## src/rtl/wdt_pkg.sv

```systemverilog
package wdt_pkg;

   localparam int DATA_W = 8;

   typedef struct packed {
      logic       enable;
      logic [2:0] tap;
      logic [2:0] spare;
      logic       rst_mode;
   } wdt_mode_t;

   localparam logic ADDR_MODE = 1'b0;
   localparam logic ADDR_CTRL = 1'b1;

   localparam wdt_mode_t MODE_POR = '{enable: 1'b1, tap: 3'd0, spare: 3'd0, rst_mode: 1'b0};

endpackage

```

## src/rtl/wdt_regs.sv

```systemverilog
module wdt_regs
   import wdt_pkg::*;
#(
   parameter logic [DATA_W-1:0] CLEAR_CODE = 8'h4E
) (
   input  logic              clk,
   input  logic              rst_n,
   input  logic              wr_en,
   input  logic              wr_addr,
   input  logic [DATA_W-1:0] wr_data,
   input  logic              rd_addr,
   output logic [DATA_W-1:0] rd_data,
   output wdt_mode_t         mode,
   output logic              clr_hit
);

   always_ff @(posedge clk or negedge rst_n) begin
      if (!rst_n)
         mode <= MODE_POR;
      else if (wr_en && wr_addr == ADDR_MODE)
         mode <= wdt_mode_t'(wr_data);
   end

   always_comb begin
      clr_hit = wr_en && (wr_addr == ADDR_CTRL) && (wr_data == CLEAR_CODE);
      rd_data = (rd_addr == ADDR_MODE) ? DATA_W'(mode) : '0;
   end

   // a mode write is visible on the readback port on the next cycle
   assert_mode_readback_R10: assert property (@(posedge clk) disable iff (!rst_n)
      (wr_en && wr_addr == ADDR_MODE && rd_addr == ADDR_MODE) |=> rd_data == $past(wr_data));

endmodule

```

## src/rtl/wdt_tap_counter.sv

```systemverilog
module wdt_tap_counter #(
   parameter int CNT_W    = 26,
   parameter int TAP_MIN  = 16,
   parameter int TAP_STEP = 2,
   parameter int NUM_TAPS = 6
) (
   input  logic       clk,
   input  logic       rst_n,
   input  logic       en,
   input  logic       hold,
   input  logic       clr,
   input  logic [2:0] tap_sel,
   output logic       ovf
);

   logic [CNT_W-1:0] cnt;
   logic [CNT_W-1:0] tap_mask [NUM_TAPS];
   logic [2:0]       sel_idx;

   for (genvar g = 0; g < NUM_TAPS; g++) begin : g_mask
      localparam int SH = TAP_MIN + TAP_STEP * g;
      assign tap_mask[g] = ~({CNT_W{1'b1}} << SH);
   end

   always_comb begin
      sel_idx = (int'(tap_sel) >= NUM_TAPS) ? 3'(NUM_TAPS - 1) : tap_sel;
      ovf     = en && !hold && (&(cnt | ~tap_mask[sel_idx]));
   end

   always_ff @(posedge clk or negedge rst_n) begin
      if (!rst_n)
         cnt <= '0;
      else if (clr || ovf || hold)
         cnt <= '0;
      else if (en)
         cnt <= cnt + CNT_W'(1);
   end

   // a disabled counter keeps its value
   assert_freeze_R9: assert property (@(posedge clk) disable iff (!rst_n)
      (!en && !clr && !hold) |=> $stable(cnt));

   // the counter sits at zero during a reset request
   assert_hold_zero_R8: assert property (@(posedge clk) disable iff (!rst_n)
      hold |=> cnt == '0);

endmodule

```

## src/rtl/wdt_reset_pulse.sv

```systemverilog
module wdt_reset_pulse #(
   parameter int RST_LEN = 32
) (
   input  logic clk,
   input  logic rst_n,
   input  logic start,
   output logic busy,
   output logic done
);

   localparam int RC_W = (RST_LEN > 2) ? $clog2(RST_LEN) : 1;

   logic [RC_W-1:0] rc;

   assign done = busy && (rc == RC_W'(RST_LEN - 1));

   always_ff @(posedge clk or negedge rst_n) begin
      if (!rst_n) begin
         busy <= 1'b0;
         rc   <= '0;
      end else if (start) begin
         busy <= 1'b1;
         rc   <= '0;
      end else if (done) begin
         busy <= 1'b0;
         rc   <= '0;
      end else if (busy) begin
         rc   <= rc + RC_W'(1);
      end
   end

   // the request cannot end before its full length
   assert_pulse_hold_R8: assert property (@(posedge clk) disable iff (!rst_n)
      (busy && !done) |=> busy);

   // every request starts counting from zero
   assert_pulse_start_R8: assert property (@(posedge clk) disable iff (!rst_n)
      $rose(busy) |-> rc == '0);

endmodule

```

## src/rtl/wdt_selectable.sv

```systemverilog
module wdt_selectable
   import wdt_pkg::*;
#(
   parameter int                CNT_W      = 26,
   parameter int                TAP_MIN    = 16,
   parameter int                TAP_STEP   = 2,
   parameter int                NUM_TAPS   = 6,
   parameter int                RST_LEN    = 32,
   parameter logic [DATA_W-1:0] CLEAR_CODE = 8'h4E
) (
   input  logic              clk,
   input  logic              rst_n,
   input  logic              wr_en,
   input  logic              wr_addr,
   input  logic [DATA_W-1:0] wr_data,
   input  logic              rd_addr,
   output logic [DATA_W-1:0] rd_data,
   input  logic              flag_clr,
   output logic              wdt_int,
   output logic              nmi_flag,
   output logic              wdt_out_n,
   output logic              rst_req
);

   if (CNT_W != TAP_MIN + TAP_STEP * (NUM_TAPS - 1)) begin : g_bad_width
      $error("CNT_W must equal the longest tap");
   end
   if (NUM_TAPS < 1 || NUM_TAPS > 8) begin : g_bad_taps
      $error("NUM_TAPS must fit the 3-bit tap field");
   end
   if (TAP_MIN < 1 || TAP_STEP < 1) begin : g_bad_tap_min
      $error("TAP_MIN and TAP_STEP must be at least 1");
   end
   if (RST_LEN < 2) begin : g_bad_rst_len
      $error("RST_LEN must be at least 2");
   end

   wdt_mode_t mode;
   logic      clr_hit;
   logic      ovf_raw;
   logic      ovf_evt;
   logic      busy;
   logic      pulse_done;

   wdt_regs #(.CLEAR_CODE(CLEAR_CODE)) i_regs (
      .clk     (clk),
      .rst_n   (rst_n),
      .wr_en   (wr_en),
      .wr_addr (wr_addr),
      .wr_data (wr_data),
      .rd_addr (rd_addr),
      .rd_data (rd_data),
      .mode    (mode),
      .clr_hit (clr_hit)
   );

   wdt_tap_counter #(
      .CNT_W    (CNT_W),
      .TAP_MIN  (TAP_MIN),
      .TAP_STEP (TAP_STEP),
      .NUM_TAPS (NUM_TAPS)
   ) i_counter (
      .clk     (clk),
      .rst_n   (rst_n),
      .en      (mode.enable),
      .hold    (busy),
      .clr     (clr_hit),
      .tap_sel (mode.tap),
      .ovf     (ovf_raw)
   );

   assign ovf_evt = ovf_raw && !clr_hit;

   wdt_reset_pulse #(.RST_LEN(RST_LEN)) i_pulse (
      .clk   (clk),
      .rst_n (rst_n),
      .start (ovf_evt && mode.rst_mode),
      .busy  (busy),
      .done  (pulse_done)
   );

   assign rst_req = busy;

   always_ff @(posedge clk or negedge rst_n) begin
      if (!rst_n) begin
         wdt_int   <= 1'b0;
         nmi_flag  <= 1'b0;
         wdt_out_n <= 1'b1;
      end else begin
         wdt_int <= ovf_evt && !mode.rst_mode;
         if (ovf_evt && !mode.rst_mode)
            nmi_flag <= 1'b1;
         else if (flag_clr)
            nmi_flag <= 1'b0;
         if (clr_hit)
            wdt_out_n <= 1'b1;
         else if (ovf_evt)
            wdt_out_n <= 1'b0;
         else if (pulse_done)
            wdt_out_n <= 1'b1;
      end
   end

   // the interrupt is a single-cycle pulse
   assert_int_pulse_R2: assert property (@(posedge clk) disable iff (!rst_n)
      wdt_int |=> !wdt_int);

   // the output is low whenever the interrupt fires
   assert_out_low_R6: assert property (@(posedge clk) disable iff (!rst_n)
      wdt_int |-> !wdt_out_n);

   // an accepted clear code releases the output
   assert_clear_R4: assert property (@(posedge clk) disable iff (!rst_n)
      (wr_en && wr_addr == ADDR_CTRL && wr_data == CLEAR_CODE) |=> wdt_out_n);

   // the flag holds without a clear request
   assert_flag_hold_R7: assert property (@(posedge clk) disable iff (!rst_n)
      (nmi_flag && !flag_clr) |=> nmi_flag);

   // the flag never rises without the interrupt
   assert_flag_source_R7: assert property (@(posedge clk) disable iff (!rst_n)
      $rose(nmi_flag) |-> wdt_int);

   // no interrupt while a reset request is active
   assert_no_int_in_reset_R8: assert property (@(posedge clk) disable iff (!rst_n)
      rst_req |-> !wdt_int);

endmodule

```

## config.mk

```make
export PLATFORM = sky130hd
export DESIGN_NAME = wdt_selectable
export DESIGN_NICKNAME = d
export VERILOG_FILES = /design/src/rtl/wdt_pkg.sv /design/src/rtl/wdt_regs.sv /design/src/rtl/wdt_tap_counter.sv /design/src/rtl/wdt_reset_pulse.sv /design/src/rtl/wdt_selectable.sv
export SDC_FILE = /design/constraint.sdc
export NUM_CORES = 1
export LEC_CHECK = 0
export ABC_CLOCK_PERIOD_IN_PS = 2300
export BUFFER_PORTS_ARGS = -buffer_cell sky130_fd_sc_hd__clkbuf_2
export CAP_MARGIN = 25
export CORE_MARGIN = 3
export CORE_UTILIZATION = 43
export DETAILED_ROUTE_END_ITERATION = 6
export GPL_TIMING_DRIVEN = 0
export PLACE_DENSITY_LB_ADDON = 0.1
export SLEW_MARGIN = 20
export SYNTH_ARGS = -nofsm -noshare
export SYNTH_HDL_FRONTEND = slang
export SYNTH_SLANG_ARGS = --single-unit
```

## constraint.sdc

```tcl
create_clock -name clk -period 2.3 [get_ports clk]
set_input_delay 0.575 -clock clk [delete_from_list [all_inputs] [get_ports clk]]
set_output_delay 0.575 -clock clk [all_outputs]
set_load 0.05 [all_outputs]
```

# Yosys cells after proc, flatten, opt, wreduce, memory -nomap -nowiden
# Memories as Yosys holds them, arrays and structs flattened.
# Index checks and enable logic that the tools add are counted.
# word_totals
ff_bits	43
rom_bits	208
input_bits	14
out_inout_bits	12
wordCells	57
memories	1
# memory_table
name	depth	word_bits	read_ports	rd_ports_with_merged_regs	wr	line_no	source
(no name shown)	8	26	1	0	0	wdt_tap_counter.sv:27	ovf = en && !hold && (&(cnt | ~tap_mask[sel_idx]));
# classes
addsub	2
magnitude_cmp	2
eq_ne	2
muxes	16
n_bitwise	4
reduce_logical	20
# ops
cell	count
$mux 26	4
$add 26x1->26 const B	1
$not 26->26	1
$or 26x26->26	1
$reduce_and 26->1	1
$mux 5	3
$logic_and 1x1->1	9
$eq 8x7->1 const B	1
$mux 8	1
$mux 1	7
$reduce_bool 2->1	3
$reduce_bool 3->1	2
$add 5x1->5 const B	1
$eq 5x5->1 const B	1
$ge 4x4->1 const B	1
$not 3->4	1
$ge 3x3->1 const B	1
$logic_not 1->1	3
$mux 3	1
$logic_or 1x1->1	2
$not 1->1	1

# Logic depth before layout (Yosys ltp)
# depth
ltp_word	13
mapped_depth	7
mapped_depth_nobuf	6

# By module
# Synthesis repeated with hierarchy kept, for this count alone.
# unflattened
cells_unflattened	216
area_unflattened_um2	2250.9
# modules_own_cells
module	n_inst	cells_per_inst	area_per_inst_um2
wdt_tap_counter	1	147	1425.1
wdt_regs	1	30	385.4
wdt_reset_pulse	1	30	319.1
wdt_selectable	1	9	121.4

# Worst setup path after synthesis
# No wires, ideal clock.
# synth_path
kind	input-to-reg
from	input port wr_data[5]
to	register i_counter.cnt[7]
setup_time_ns	0.119
arrival_ns	2.133
setup_slack_ns	0.048
stages	6
path_cell_list	or4b_1 nor3_1 nor2_1 o21ai_4 buf_4 nor2_1
# synth_between
elab_chain_cells	5
elab_cells_between_ends	6
cone_classes	1 x eq/ne; 1 x mux; 4 x reduce/logical
# synth_lines
element	line_no	source
from (decl)	wdt_selectable.sv:15	input logic [DATA_W-1:0] wr_data,
$eq 8x7->1 *	wdt_regs.sv:25	clr_hit = wr_en && (wr_addr == ADDR_CTRL) && (wr_data == CLEAR_CODE);
$logic_and 1x1->1 *	wdt_regs.sv:25	
$logic_or 1x1->1 * (2 in series)	wdt_tap_counter.sv:33	else if (clr || ovf || hold)
$mux 26 or $reduce_bool 2->1 (tied branches)	n/a	
to (signal assigned)	wdt_tap_counter.sv:36	cnt <= cnt + CNT_W'(1);
to (decl)	wdt_tap_counter.sv:16	logic [CNT_W-1:0] cnt;
# Mark *: on every way between the ends. The rest lies on a longest branch, timed or not.
# A chain may end at the register's enable or synchronous reset.

# Worst setup path in the final report
# layout_path
from	register i_counter.cnt[8]
to	register i_pulse.rc[2]
# layout_between
elab_chain_cells	6
elab_cells_between_ends	7
cone_classes	1 x mux; 1 x bitwise; 5 x reduce/logical
# layout_lines
element	line_no	source
$or 26x26->26 *	wdt_tap_counter.sv:27	
$reduce_and 26->1 *	wdt_tap_counter.sv:27	
$logic_and 1x1->1 *	wdt_tap_counter.sv:27	
$logic_and 1x1->1 *	wdt_selectable.sv:72	assign ovf_evt = ovf_raw && !clr_hit;
$logic_and 1x1->1 *	wdt_selectable.sv:77	.start (ovf_evt && mode.rst_mode),
$reduce_bool 3->1 (no line) or $mux 5 (tied branches)	n/a	
to (signal assigned)	wdt_reset_pulse.sv:28	rc <= rc + RC_W'(1);
to (decl)	wdt_reset_pulse.sv:13	logic [RC_W-1:0] rc;
# Marks and branches as above.

==> flow_metrics.py <==
metrics = {
    "yosys": {
        "syn_avg_cell_area_um2": 10.5,
        "ys_types": 39,
        "syn_inst": 208,
        "yosysWarnings": 0,
        "ys_ff_latch": 43,
        "syn-cell-area_um2": 2180,
        "syn_nets": 225,
        "yosysSeqAreaShare_pct": 49.5,
    },
    "power": {
        "powerDensity_nw_per_um2": 687,
        "total_power_mw": 1.72,
        "p_leak_nw": 1.13,
        "ir_drop_v": 0.000402,
    },
    "timing": {
        "skew_ns": 0.00471,
        "slew_headroom_pct": 54.7,
        "period_share_pct": 94.3,
        "fmax_mhz": 461,
        "rsz0062_at_grt": "no",
        "finalSetupViolCount": 0,
        "tightest_slew_ns": 0.673,
        "hold_ws_ns": 0.274,
        "hold_viol": 0,
        "slew_violations": 0,
        "fin_crit_ns": 2.17,
    },
    "cts": {
        "hold_buffers": 0,
        "cts_buffers": 5,
        "clk_latency_ns": 0.29,
        "cts_tree": "yes",
        "htree_levels": 2,
        "cts-root-buf": "clkbuf_8",
        "clock_path_buffers": 2,
        "cts.clk_slew.worst_paths_ns": 0.08,
        "cts_sinks": 43,
    },
    "grt": {
        "grt_antenna_before_repair": 0,
        "grt_pass1_wl_um": 6870,
        "grt_max_degree": 23,
        "grt_pass1_vias": 1483,
        "overflow": 0,
        "grtUsageTotal_pct": 14.2,
    },
    "finish": {
        "drive_above_1_share_pct": 24.0,
        "area_delta_synth_final_pct": 15.2,
        "mostFrequentLayoutCell": "dfrtp_1",
        "fin_cells": 309,
        "nNetsFinal": 258,
        "final_cell_mix": "41 x dfrtp_1, 38 x nor2_1, 25 x clkbuf_2",
        "fin_area_um2": 2510,
        "diodes": 0,
    },
    "drt": {
        "drc": 0,
        "drt_first_pass_iters": 4,
        "wl_um": 3860,
        "ant_nets": 0,
        "viasPerCell": 4.94,
        "drt-initial-drc-count": 73,
        "via_count": 1527,
        "wl_per_cell_um": 12.5,
    },
    "floorplanning": {
        "core_um2": 4820,
        "rows": 25,
        "die-area_um2": 5960,
        "die_y_um": 77.2,
        "initial_utilization_pct": 45.2,
        "die_x_um": 77.2,
        "io_pins": 26,
    },
    "placed_design": {
        "place.gp.congestion": 0.706,
        "placed_cell_area_um2": 2410,
        "dp_hpwl_um": 2850,
        "placedCellCount": 301,
        "port_buffers": 25,
    },
    "critical_path": {
        "cp-endpoint": "i_pulse.rc[2]$_DFFE_PN0P_",
        "end_kind": "flop",
        "r2r_cells": 7,
        "timing.rr.start": "i_counter.cnt[8]$_DFFE_PN0P_",
        "cp_data_arrival_time_ns": 2.33,
        "start_kind": "flop",
        "r2r-end": "i_pulse.rc[2]$_DFFE_PN0P_",
        "path_max_fanout": 7,
        "rrSetupSlack_ns": 0.13,
        "required_ns": 2.46,
        "path_class": "flop to flop",
        "cp-startpoint": "i_counter.cnt[8]$_DFFE_PN0P_",
    },
    "hold_path": {
        "hold_class": "input port to asynchronous set/reset pin",
    },
    "flow_run": {
        "max-cap-violations": 0,
    },
    "outcome": {
        "status": "completed",
    },
}
## sequential cells by signal, indices dropped and copies added, names as in the netlist
register and cells:
i_counter.cnt 26, i_pulse.busy 1, i_pulse.rc 5, i_regs.mode 8, nmi_flag 1, wdt_int 1, wdt_out_n 1
## kinds of logic (layout without fill, tap and decap cells)
logic type,count (synthesis),count (layout),share of synthesized area (%)
and+or+nand+nor,96,96,24.1
DFF,43,43,49.5
xor gates and xnor gates,27,27,10.9
muxes,10,10,5.05
adders and majority gates,3,3,1.72
AOI/OAI and AO/OA,14,14,5.51
buffers and inverters,15,49,3.27
## synth_stat cells
cell / n / area (um^2)
dfrtp_1: 41 / 1030
o32ai_2: 1 / 16.3
xor2_1: 13 / 114
buf_6: 1 / 11.3
nand2_1: 12 / 45.0
ha_1: 3 / 37.5
a21o_1: 2 / 15.0
nor3_1: 7 / 35.0
o21ai_4: 1 / 16.3
nand2b_1: 2 / 12.5
nand4_1: 9 / 56.3
nor2b_1: 7 / 43.8
inv_1: 9 / 33.8
o31a_1: 1 / 8.76
mux2_2: 8 / 90.1
or3b_2: 1 / 8.76
buf_1: 1 / 3.75
a21boi_0: 1 / 7.51
or4_4: 1 / 11.3
a21o_2: 1 / 8.76
nor4_1: 4 / 25.0
or4b_1: 1 / 10.0
a21oi_1: 2 / 10.0
and3_1: 3 / 18.8
nand3_1: 6 / 30.0
o22ai_1: 1 / 6.26
o21ai_0: 1 / 5.00
clkbuf_1: 2 / 7.51
nand4bb_4: 1 / 27.5
nor4_4: 1 / 21.3
nor2_1: 38 / 143
nand4_4: 1 / 21.3
dfstp_2: 2 / 52.6
buf_4: 2 / 15.0
o32ai_1: 3 / 26.3
xnor2_1: 14 / 123
nand4b_1: 1 / 8.76
mux2i_1: 2 / 20.0
or2_1: 1 / 6.26
## per-layer routing
layer  vias to the layer above  wire length [um]  part of all wire (%)  global-route usage [%]
li1                        773                 -                     -                       -
met1                       726              1840                    48                    18.3
met2                        21              1860                    48                    23.3
met3                         7               122                   3.2                    3.64
met4                         0                47                   1.2                    4.80
met5                         -                 0                     0                       0
## worst min-delay path by stage
stage | startpoint | end
2_1_floorplan | rst_n | i_counter.cnt[0]$_DFFE_PN0P_
3_3_place_gp | i_regs.mode[2]$_DFFE_PN0P_ | i_regs.mode[2]$_DFFE_PN0P_
3_5_place_dp | i_regs.mode[2]$_DFFE_PN0P_ | i_regs.mode[2]$_DFFE_PN0P_
4_1_cts | rst_n | i_pulse.rc[3]$_DFFE_PN0P_
5_1_grt | rst_n | i_pulse.rc[3]$_DFFE_PN0P_
6_report | rst_n | i_pulse.rc[3]$_DFFE_PN0P_
## worst max-delay path, stage by stage, from the launching register on
cell and delay, ns:
dfrtp_1 0.46, nand4_4 0.15, or4_4 0.50, buf_6 0.15, nand4bb_4 0.23, nor4_4 0.29, buf_4 0.18, o32ai_1 0.08
## power by group
group	internal [mW]	total (mW)	switching, mW
clock	0.208	0.457	0.249
sequential	0.851	0.939	0.0886
combinational	0.140	0.327	0.187
## through the flow
step | setup TNS (ns) | worst slack (ns) | utilization (%)
finish | 0 | 0.131 | 52.1
detailed placement | -7.32 | -0.321 | 50.1
CTS | 0 | 0.0100 | 52.0
global placement | -7.19 | -0.320 | 49.6
global route | 0 | 0.00284 | 52.1
floorplan | 0 | 0.0483 | -
## cell type report
type	count	area, um^2
Sequential cell	43	1080
Buffer	5	33.8
Fill cell	474	2310
Tap cell	67	83.8
Clock buffer	5	68.8
Multi-Input combinational cell	150	1030
Timing Repair Buffer	27	160
Clock inverter	3	15.0
Inverter	9	33.8
## timing repair
action                     in CTS  in global routing
gates resized for setup         1                  1
pin swaps                       1                  2
gates cloned                    0                  0
setup endpoints to repair      26                 23
setup buffers                   1                  0
Note: power is estimated with default switching activity, not from simulation.
